==> config.mk <==
export PLATFORM = sky130hd
export DESIGN_NAME = ift_frontend
export DESIGN_NICKNAME = d
export VERILOG_FILES = /design/src/rtl/ift_pkg.sv /design/src/rtl/ift_sync.sv /design/src/rtl/ift_cfg_reg.sv /design/src/rtl/ift_nmi_ctrl.sv /design/src/rtl/ift_irl_decode.sv /design/src/rtl/ift_frontend.sv
export SDC_FILE = /design/constraint.sdc
export NUM_CORES = 1
export LEC_CHECK = 0
export CORE_MARGIN = 2
export CORE_UTILIZATION = 55
export DETAILED_ROUTE_END_ITERATION = 10
export DONT_BUFFER_PORTS = 1
export GPL_TIMING_DRIVEN = 0
export PLACE_DENSITY = 0.77
export SKIP_LAST_GASP = 1
export SYNTH_ARGS = -nofsm -noshare
export SYNTH_HDL_FRONTEND = slang
export SYNTH_HIERARCHICAL = 1
export SYNTH_SLANG_ARGS = --single-unit
==> constraint.sdc <==
create_clock -name clk_i -period 2.2 [get_ports clk_i]
set_clock_uncertainty 0.15 [all_clocks]
set_input_delay 0.33 -clock clk_i [delete_from_list [all_inputs] [get_ports clk_i]]
set_output_delay 0.33 -clock clk_i [all_outputs]
set_load 0.005 [all_outputs]
==> src/rtl/ift_pkg.sv <==
package ift_pkg;
  localparam int CFG_W     = 16;
  localparam int BIT_MASK  = 14;
  localparam int BIT_BLK   = 9;
  localparam int BIT_EDGE  = 8;
  localparam int BIT_IRLM  = 7;
  localparam logic [CFG_W-1:0] CFG_WMASK =
    CFG_W'((1 << BIT_MASK) | (1 << BIT_BLK) | (1 << BIT_EDGE) | (1 << BIT_IRLM));

  typedef enum logic [1:0] {
    PM_NORMAL  = 2'b00,
    PM_SLEEP   = 2'b01,
    PM_STANDBY = 2'b10,
    PM_RSVD    = 2'b11
  } pmode_e;

  typedef struct packed {
    logic mask_low;
    logic blk_mode;
    logic edge_rise;
    logic irl_indep;
  } cfg_t;
endpackage

==> src/rtl/ift_sync.sv <==
module ift_sync #(
  parameter int          W       = 1,
  parameter int          STAGES  = 2,
  parameter logic [W-1:0] RST_VAL = '1
) (
  input  logic         clk_i,
  input  logic         rst_ni,
  input  logic [W-1:0] d_i,
  output logic [W-1:0] q_o
);
  logic [W-1:0] stg_q [STAGES];

  always_ff @(posedge clk_i or negedge rst_ni) begin
    if (!rst_ni) begin
      for (int i = 0; i < STAGES; i++) stg_q[i] <= RST_VAL;
    end else begin
      stg_q[0] <= d_i;
      for (int i = 1; i < STAGES; i++) stg_q[i] <= stg_q[i-1];
    end
  end

  assign q_o = stg_q[STAGES-1];
endmodule

==> src/rtl/ift_cfg_reg.sv <==
module ift_cfg_reg
  import ift_pkg::*;
(
  input  logic             clk_i,
  input  logic             rst_ni,
  input  logic             we_i,
  input  logic [CFG_W-1:0] wdata_i,
  input  logic             ack_i,
  output logic [CFG_W-1:0] rdata_o,
  output cfg_t             cfg_o
);
  logic [CFG_W-1:0] reg_q;

  always_ff @(posedge clk_i or negedge rst_ni) begin
    if (!rst_ni) begin
      reg_q <= '0;
    end else begin
      if (we_i) reg_q <= wdata_i & CFG_WMASK;
      // acceptance wins over a same-cycle write for the block bit
      if (ack_i) reg_q[BIT_BLK] <= 1'b0;
    end
  end

  assign rdata_o         = reg_q;
  assign cfg_o.mask_low  = reg_q[BIT_MASK];
  assign cfg_o.blk_mode  = reg_q[BIT_BLK];
  assign cfg_o.edge_rise = reg_q[BIT_EDGE];
  assign cfg_o.irl_indep = reg_q[BIT_IRLM];
endmodule

==> src/rtl/ift_nmi_ctrl.sv <==
module ift_nmi_ctrl
  import ift_pkg::*;
#(
  parameter logic IDLE_LVL = 1'b1
) (
  input  logic   clk_i,
  input  logic   rst_ni,
  input  logic   nmi_s_i,
  input  logic   edge_rise_i,
  input  logic   blk_mode_i,
  input  logic   bl_i,
  input  pmode_e pmode_i,
  input  logic   ack_i,
  output logic   pend_o,
  output logic   req_o
);
  logic nmi_d_q, pend_q, edge_hit;

  always_comb begin
    if (edge_rise_i) edge_hit = nmi_s_i & ~nmi_d_q;
    else             edge_hit = ~nmi_s_i & nmi_d_q;
  end

  always_ff @(posedge clk_i or negedge rst_ni) begin
    if (!rst_ni) begin
      nmi_d_q <= IDLE_LVL;
      pend_q  <= 1'b0;
    end else begin
      nmi_d_q <= nmi_s_i;
      if (edge_hit)   pend_q <= 1'b1;
      else if (ack_i) pend_q <= 1'b0;
    end
  end

  assign pend_o = pend_q;
  assign req_o  = pend_q & (~bl_i | blk_mode_i) & (pmode_i != PM_STANDBY);
endmodule

==> src/rtl/ift_irl_decode.sv <==
module ift_irl_decode #(
  parameter int W = 4
) (
  input  logic [W-1:0] irl_s_i,
  input  logic         indep_i,
  output logic [W-1:0] code_o,
  output logic [W-1:0] lines_o,
  output logic         any_o
);
  logic [W-1:0] act;

  assign act     = ~irl_s_i;
  assign code_o  = indep_i ? '0 : act;
  assign lines_o = indep_i ? act : '0;
  assign any_o   = |act;
endmodule

==> src/rtl/ift_frontend.sv <==
module ift_frontend
  import ift_pkg::*;
#(
  parameter int IRL_W       = 4,
  parameter int SYNC_STAGES = 2
) (
  input  logic             clk_i,
  input  logic             rst_ni,
  input  logic             cfg_we_i,
  input  logic [CFG_W-1:0] cfg_wdata_i,
  output logic [CFG_W-1:0] cfg_rdata_o,
  input  logic             nmi_pin_i,
  input  logic [IRL_W-1:0] irl_pin_i,
  input  logic             bl_i,
  input  logic [1:0]       pmode_i,
  input  logic             nmi_ack_i,
  output logic             nmi_req_o,
  output logic [IRL_W-1:0] irl_code_o,
  output logic [IRL_W-1:0] irl_lines_o,
  output logic             int_mask_o,
  output logic             wake_o
);
  cfg_t   cfg;
  pmode_e pmode;
  logic   nmi_s, nmi_pend, irl_any;
  logic [IRL_W-1:0] irl_s;

  assign pmode = pmode_e'(pmode_i);

  ift_cfg_reg u_cfg (
    .clk_i   (clk_i),
    .rst_ni  (rst_ni),
    .we_i    (cfg_we_i),
    .wdata_i (cfg_wdata_i),
    .ack_i   (nmi_ack_i),
    .rdata_o (cfg_rdata_o),
    .cfg_o   (cfg)
  );

  ift_sync #(.W(1), .STAGES(SYNC_STAGES), .RST_VAL(1'b1)) u_sync_nmi (
    .clk_i  (clk_i),
    .rst_ni (rst_ni),
    .d_i    (nmi_pin_i),
    .q_o    (nmi_s)
  );

  ift_sync #(.W(IRL_W), .STAGES(SYNC_STAGES), .RST_VAL({IRL_W{1'b1}})) u_sync_irl (
    .clk_i  (clk_i),
    .rst_ni (rst_ni),
    .d_i    (irl_pin_i),
    .q_o    (irl_s)
  );

  ift_nmi_ctrl #(.IDLE_LVL(1'b1)) u_nmi (
    .clk_i       (clk_i),
    .rst_ni      (rst_ni),
    .nmi_s_i     (nmi_s),
    .edge_rise_i (cfg.edge_rise),
    .blk_mode_i  (cfg.blk_mode),
    .bl_i        (bl_i),
    .pmode_i     (pmode),
    .ack_i       (nmi_ack_i),
    .pend_o      (nmi_pend),
    .req_o       (nmi_req_o)
  );

  ift_irl_decode #(.W(IRL_W)) u_irl (
    .irl_s_i (irl_s),
    .indep_i (cfg.irl_indep),
    .code_o  (irl_code_o),
    .lines_o (irl_lines_o),
    .any_o   (irl_any)
  );

  assign int_mask_o = cfg.mask_low & ~nmi_s;
  assign wake_o     = (pmode == PM_STANDBY) & ~int_mask_o & (nmi_pend | irl_any);
endmodule

* Word level (Yosys, flattened, before mapping) *
Index checks and enable logic that the tools add are counted.

operators by class
  add/sub/neg operators = 0
  multipliers = 0
  div/mod/pow operators = 0
  $lt $le $gt $ge = 0
  equality and inequality tests = 2
  shifts and indexed selects = 0
  multiplexer cells = 7
  bitwise logic cells = 14
  reduce and logical (&&, ||, !) cells = 3

operators with widths
  kind                  number
  $mux W10              1
  $mux W4               2
  $and A1 B1 Y1         7
  $mux W1               4
  $not A1 Y1            4
  $not A4 Y4            1
  $reduce_bool A2 Y1    2
  $reduce_or A4 Y1      1
  $eq A2 B2 Y1 const B  1
  $ne A2 B2 Y1 const B  1
  $or A1 B1 Y1          2

word-level totals
  register bits after elaboration = 16
  bits in latches = 0
  bits in writable memories = 0
  bits in read-only memories = 0
  bits of input ports = 28
  word-level logic and storage cells = 34
  memories kept = 0

* Logic depth before layout (Yosys ltp) *
Gate-level depths: netlist of the first run.

  depth after elaboration = 5
  gate-level depth with buffers = 4
  depth with buffers taken out = 3

* Modules after synthesis *
The synthesis of the first run kept the hierarchy.

modules (own cells, without submodules)
  module                 instances  cells an instance  area each (um^2)  seq. area each (um^2)
  ift_cfg_reg            1          26                 271.5             100.1
  ift_sync (u_sync_irl)  1          12                 240.2             210.2
  ift_nmi_ctrl           1          9                  92.6              51.3
  ift_irl_decode         1          9                  56.3              0.0
  ift_sync (u_sync_nmi)  1          2                  52.6              52.6
  ift_frontend           1          3                  32.5              0.0

* Least setup slack after synthesis of the first run *
OpenSTA, ideal clock, no wires.

  kind = flip-flop to output port
  from = register u_sync_nmi.stg_q, in the netlist u_sync_nmi/q_o
  to = output port wake_o
  data arrival time = 855 ps
  data required time = 1,720 ps
  path slack = 865 ps
  stages on the path, launching flop included = 3
  buffers on the path = 0
  path through = dfstp_2 nor2b_4 nor4b_2

between the ends
  word-level cells in the longest chain between the ends = 5

ends and longest elaborated chain
  item                        RTL line            source
  start: declaration          ift_sync.sv:11      logic [W-1:0] stg_q [STAGES];
  $not A1 Y1                  ift_frontend.sv:75  assign int_mask_o = cfg.mask_low & ~nmi_s;
  $and A1 B1 Y1               ift_frontend.sv:75
  via int_mask_o              ift_frontend.sv:20  output logic int_mask_o,
  $not A1 Y1                  ift_frontend.sv:76  assign wake_o = (pmode == PM_STANDBY) & ~int_mask_o & (nmi_pend | irl_any);
  $and A1 B1 Y1 (2 in a row)  ift_frontend.sv:76
  end: declaration            ift_frontend.sv:21  output logic wake_o

The timed path passes the listed nets, and every way through them passes these cells.

* Worst setup path after layout of the first run *
Ends and elaborated chain as after synthesis.

==> impl_metrics.py, run 1 <==
metrics = {
    "power_and_ir_drop": {
        "worst_ir_drop_vdd_uv": 471,
        "switching_power_mw": 0.129,
        "p_seq_frac": 0.583,
        "p_per_area_nw_per_um2": 636,
        "swShare": 0.225,
        "power.leakage_nw": 0.444,
        "p_clk_frac": 0.267,
        "p_int_mw": 0.445,
        "combPwrFrac": 0.150,
        "power.total_mw": 0.574,
    },
    "floorplanning": {
        "fp.dieArea_um2": 1670,
        "rows": 13,
        "io_pins": 55,
        "die_y_um": 40.8,
        "coreArea_um2": 1280,
        "die_x_um": 40.8,
        "initial_utilization": 0.580,
    },
    "global_routing": {
        "overflow": 0,
        "grt_usage": 0.148,
        "antenna_found_initial": 0,
        "grt_first_pass_wirelength_um": 1470,
        "grt_max_degree": 17,
        "grt_pass1_vias": 358,
    },
    "cells_and_area": {
        "multi_input_area_um2": 211,
        "fill_cells": 97,
        "layout_common_cells": "buf_4 (20), conb_1 (12), dfstp_2 (11), dlygate4sd3_1 (7), nor2_1 (6)",
        "drive_gt1_frac": 0.518,
        "antenna_cells": 0,
        "nets": 112,
        "register_area_um2": 414,
        "postLayoutCoreUtil": 0.702,
        "fin_cells": 98,
        "area_growth_pct": 21.0,
        "final_common_cell": "buf_4",
    },
    "setup_path": {
        "arrival_ns": 1.22,
        "crit_path_top_delay_cell": "dfstp_2",
        "slowest_delay_ns": 0.59,
        "r2r_end": "u_nmi/pend_o",
        "r2r_cells": 2,
        "cp-start-kind": "flip-flop",
        "path_class": "reg -> out",
        "cp_cell_sequence": "nor2b_4 > nor4b_2",
        "cp_max_fo": 4,
        "cp.required_ns": 1.72,
        "path_buf_inv": 0,
        "crit_path_end_kind": "output pin",
        "crit_family": "flip-flops",
        "r2r-start": "u_nmi/nmi_d_q",
        "ff2ff_setup_slack_ns": 1.03,
    },
    "flow_run": {
        "drv_cap": 0,
    },
    "timing": {
        "rsz0062_at_grt": "no",
        "period_share": 0.774,
        "setup_tns_ns": 0,
        "fmax_mhz": 588,
        "drv_slew": 0,
        "period_needed_ns": 1.70,
        "setup-violations-final": 0,
        "worstMarginPinSlew_ns": 0.632,
        "slew_headroom": 0.577,
        "hold_viol_final": 0,
    },
    "synth": {
        "synth-seq-cells": 16,
        "ys_types": 16,
        "yosys_warnings": 6,
        "avgSynthCellArea_um2": 12.2,
        "seq_area_frac_synth": 0.555,
        "syn_area_um2": 746,
        "postSynthCellCount": 61,
    },
    "placement": {
        "dpl.hpwl_um": 851,
        "port_buffers": 0,
        "place_inst": 87,
        "routabilityCongestion": 0.556,
    },
    "cts": {
        "ctsHoldBuffers": 7,
        "cts_tree": "yes",
        "clk_pin_slew_ns": 0.10,
        "cts_root_buffer": "clkbuf_4",
        "cts_resized": 0,
        "clock_latency_ns": 0.28,
        "htree_levels": 1,
        "cts_setup_buffers": 0,
        "cts.sinks": 16,
        "cts_buffers": 3,
        "clockBufferDepth": 2,
    },
    "detailed_routing": {
        "drt_wl_total_um": 1070,
        "routed_via_density": 4.33,
        "drt_iter0_drc": 4,
        "drc": 0,
        "vias": 424,
        "drt_first_pass_iters": 4,
        "routedWlPerCell_um": 10.9,
        "ant_nets": 0,
    },
    "worst_hold_path": {
        "min_path_cells": 1,
        "hold_path_end": "u_nmi/pend_o",
        "worst_hold_startpoint": "nmi_ack_i",
        "hold_path.class": "in -> reg",
    },
    "outcome": {
        "status": "finished clean",
    },
}
## routing by layer
layer,part of all wire,wire [um],vias up,global-route usage
met4,0.011,12,0,0.125
met3,0.11,115,2,0.0380
met1,0.30,326,193,0.140
li1,-,-,208,-
met2,0.58,618,21,0.262
met5,0,0,-,0
## logic make-up after synthesis
| family | count (synthesis) | share of synthesized area |
|---|---|---|
| buf+inv | 23 | 0.216 |
| simple gates | 15 | 0.141 |
| flops | 16 | 0.555 |
| compound gates | 2 | 0.0235 |
| mux | 4 | 0.0587 |
| other cells | 1 | 0.00503 |
## cell type report
class | count | share of cell area
Buffer | 20 | 0.166
Sequential cell | 16 | 0.459
Clock buffer | 4 | 0.0291
Tap cell | 15 | 0.0208
Multi-Input combinational cell | 33 | 0.234
Inverter | 3 | 0.0125
Timing Repair Buffer | 7 | 0.0777
## metrics by stage
| step | cell area, um^2 | setup slack (ns) | hold WS, ns |
|---|---|---|---|
| finish | 902 | 0.498 | 0.0406 |
| global route | 902 | 0.413 | 0.0307 |
| CTS | 902 | 0.488 | 0.0408 |
| detailed placement | 806 | 0.803 | -0.115 |
| global placement | 806 | 0.807 | -0.115 |
| floorplan | 787 | 0.865 | -0.116 |
## power by group through the flow
stage                     Combinational, mW  Sequential (mW)  Clock [mW]
after floorplan                      0.0660            0.336           0
after detailed placement             0.0716            0.340           0
after global placement               0.0698            0.339           0
after CTS                            0.0865            0.335       0.155
final                                0.0862            0.334       0.153
after global routing                 0.0974            0.338       0.166
## flip-flops by register name, indices dropped and copies added (netlist names)
name              count
u_cfg/rdata_o         4
u_nmi/nmi_d_q         1
u_nmi/pend_o          1
u_sync_irl/q_o        4
u_sync_irl/stg_q      4
u_sync_nmi/q_o        1
u_sync_nmi/stg_q      1
## cells in the mapped netlist
master    number  area share
buf_4         20        0.20
dfstp_2       11        0.39
nor2_1         6       0.030
dfrtp_1        5        0.17
and2b_2        4       0.047
inv_1          3       0.015
mux2_2         3       0.045
a221oi_1       1       0.012
conb_1         1      0.0050
mux2i_1        1       0.013
nand2_1        1      0.0050
nand4_1        1      0.0084
nor2b_4        1       0.018
nor4b_2        1       0.020
o221ai_1       1       0.012
or3b_1         1       0.012
## worst max-delay path by stage
stage / start / endpoint / depth (start not counted)
after floorplan: u_sync_nmi/q_o / wake_o / 2
after detailed placement: u_sync_nmi/q_o / wake_o / 2
after global routing: u_sync_irl/q_o[3] / wake_o / 4
final: u_sync_nmi/q_o / wake_o / 2
after global placement: u_sync_irl/q_o[3] / wake_o / 4
after CTS: u_sync_nmi/q_o / wake_o / 2
Note: power is estimated with default switching activity, not from simulation.
==> run 2, diff against run 1 <==
==> constraint.sdc (replaced) <==
create_clock -name clk_i -period 1.6 [get_ports clk_i]
set_clock_uncertainty 0.15 [all_clocks]
set_input_delay 0.24 -clock clk_i [delete_from_list [all_inputs] [get_ports clk_i]]
set_output_delay 0.24 -clock clk_i [all_outputs]
set_load 0.005 [all_outputs]
==> impl_metrics.py, run 2 (same netlist as run 1, synthesis figures left out) <==
metrics = {
    "timing": {
        "hold_viol_final": 0,
        "fmax_mhz": 633,
        "worstMarginPinSlew_ns": 0.654,
        "period_needed_ns": 1.58,
        "drv_slew": 0,
        "rsz0062_at_grt": "yes",
        "period_share": 0.988,
        "setup-violations-final": 0,
        "slew_headroom": 0.562,
        "setup_slack_ns": 0.0193,
    },
    "detailed_routing": {
        "ant_nets": 0,
        "drt_wl_total_um": 1290,
        "vias": 447,
        "routedWlPerCell_um": 12.6,
        "drt_first_pass_iters": 1,
        "routed_via_density": 4.38,
        "drc": 0,
        "drt_iter0_drc": 0,
    },
    "global_routing": {
        "busiest_layer": "met2",
        "grt_pass1_vias": 403,
        "overflow": 0,
        "use_met2": 0.309,
        "use_met3": 0.0435,
        "grt_max_degree": 17,
        "grt_first_pass_wirelength_um": 1730,
        "antenna_found_initial": 0,
        "grt_usage": 0.175,
        "use_met1": 0.154,
    },
    "cts": {
        "clk_pin_slew_ns": 0.10,
        "clockBufferDepth": 2,
        "clock_latency_ns": 0.28,
        "htree_levels": 1,
        "cts_buffers": 3,
        "cts_root_buffer": "clkbuf_4",
        "cts_tree": "yes",
        "cts.sinks": 16,
    },
    "cells_and_area": {
        "final_common_cell": "buf_4",
        "finalInstanceArea_um2": 962,
        "area_growth_pct": 29.0,
        "layout_common_cells": "buf_4 (17), dlygate4sd3_1 (14), conb_1 (12), dfstp_2 (11), nor2_1 (5)",
        "register_area_um2": 415,
        "antenna_cells": 0,
        "drive_gt1_frac": 0.483,
        "fin_cells": 102,
        "multi_input_area_um2": 223,
        "nets": 116,
        "fill_cells": 90,
    },
    "setup_path": {
        "cp-start-kind": "primary input",
        "cp.required_ns": 1.62,
        "crit_path_end_kind": "flip-flop",
        "path_class": "in -> reg",
        "cp_max_fo": 1,
        "arrival_ns": 1.60,
    },
    "worst_hold_path": {
        "hold_path.class": "reg -> reg",
    },
    "placement": {
        "pre_cts_ws_ns": 0.293,
        "routabilityCongestion": 0.556,
        "place_inst": 87,
        "port_buffers": 0,
        "dpl.hpwl_um": 851,
        "placed_area_um2": 806,
    },
    "power_and_ir_drop": {
        "p_int_mw": 0.624,
        "power.leakage_nw": 0.464,
        "power.total_mw": 0.809,
        "worst_ir_drop_vdd_uv": 655,
        "p_seq_frac": 0.574,
        "p_clk_frac": 0.260,
        "swShare": 0.229,
        "combPwrFrac": 0.166,
        "p_per_area_nw_per_um2": 841,
        "switching_power_mw": 0.185,
    },
    "floorplanning": {
        "coreArea_um2": 1280,
        "die_y_um": 40.8,
        "initial_utilization": 0.580,
        "rows": 13,
        "io_pins": 55,
        "fp.dieArea_um2": 1670,
        "die_x_um": 40.8,
    },
    "outcome": {
        "status": "finished clean",
    },
    "flow_run": {
        "drv_cap": 0,
    },
}
run 2: cell types whose count changed in the layout (fill, tap and decap cells not counted), sizes merged:
cell         delta
buf             -3
dlygate4sd3     +7
run 2: critical path, stage by stage:
cell and delay, ns:
dlygate4sd3_1 0.55, mux2_2 0.26, dlygate4sd3_1 0.55
run 2: area by class of cell:
class / instances / area share
plain buffers: 16 / 0.125
clock buffers: 4 / 0.0273
flip-flops and latches: 16 / 0.432
multi-input cells: 33 / 0.231
well taps: 15 / 0.0195
inverters: 3 / 0.0117
repair buffers: 15 / 0.153
run 2: path summary, 6_finish.rpt:
check | slack, ns | end | start | depth (start not counted)
hold / removal | 0.19 | u_sync_irl/q_o[2] | u_sync_irl/stg_q[6] | 0
min in group asynchronous | 0.27 | u_nmi/pend_o | rst_ni | 1
max in group asynchronous | 0.58 | u_cfg/rdata_o[7] | rst_ni | 1
hold reg to reg | 0.19 | u_sync_irl/q_o[2] | u_sync_irl/stg_q[6] | 0
setup reg to reg | 0.05 | u_cfg/rdata_o[7] | u_cfg/rdata_o[7] | 2
setup / recovery | 0.02 | u_cfg/rdata_o[7] | cfg_wdata_i[7] | 3
run 2: timing repair:
action | in CTS | in global routing
hold buffers | 14 | 1
setup buffers | 0 | 1
setup endpoints to repair | 1 | 3
hold endpoints to repair | 26 | 1
gates resized for setup | 2 | 1
pin swaps | 3 | 3
run 2: power groups by stage:
stage	sequential, mW	combinational [mW]	clock, mW
after CTS	0.463	0.134	0.213
after global placement	0.466	0.0960	0
final	0.464	0.134	0.211
after floorplan	0.463	0.0908	0
after detailed placement	0.468	0.0985	0
after global routing	0.470	0.150	0.229
run 2: layer usage:
| metal | vias up | routed length (um) | part of all wire |
|---|---|---|---|
| met5 | - | 0 | 0 |
| met4 | 0 | 39 | 0.030 |
| met3 | 4 | 100 | 0.078 |
| met2 | 23 | 757 | 0.59 |
| met1 | 203 | 392 | 0.30 |
| li1 | 217 | - | - |
run 2: per-stage QoR:
| stage | utilization | hold WS, ns | setup TNS [ns] |
|---|---|---|---|
| 2_1_floorplan | - | -0.206 | 0 |
| 4_1_cts | 0.748 | 0.199 | 0 |
| 6_report | 0.749 | 0.194 | 0 |
| 5_1_grt | 0.749 | 0.210 | -0.0461 |
| 3_3_place_gp | 0.627 | -0.205 | 0 |
| 3_5_place_dp | 0.627 | -0.205 | 0 |
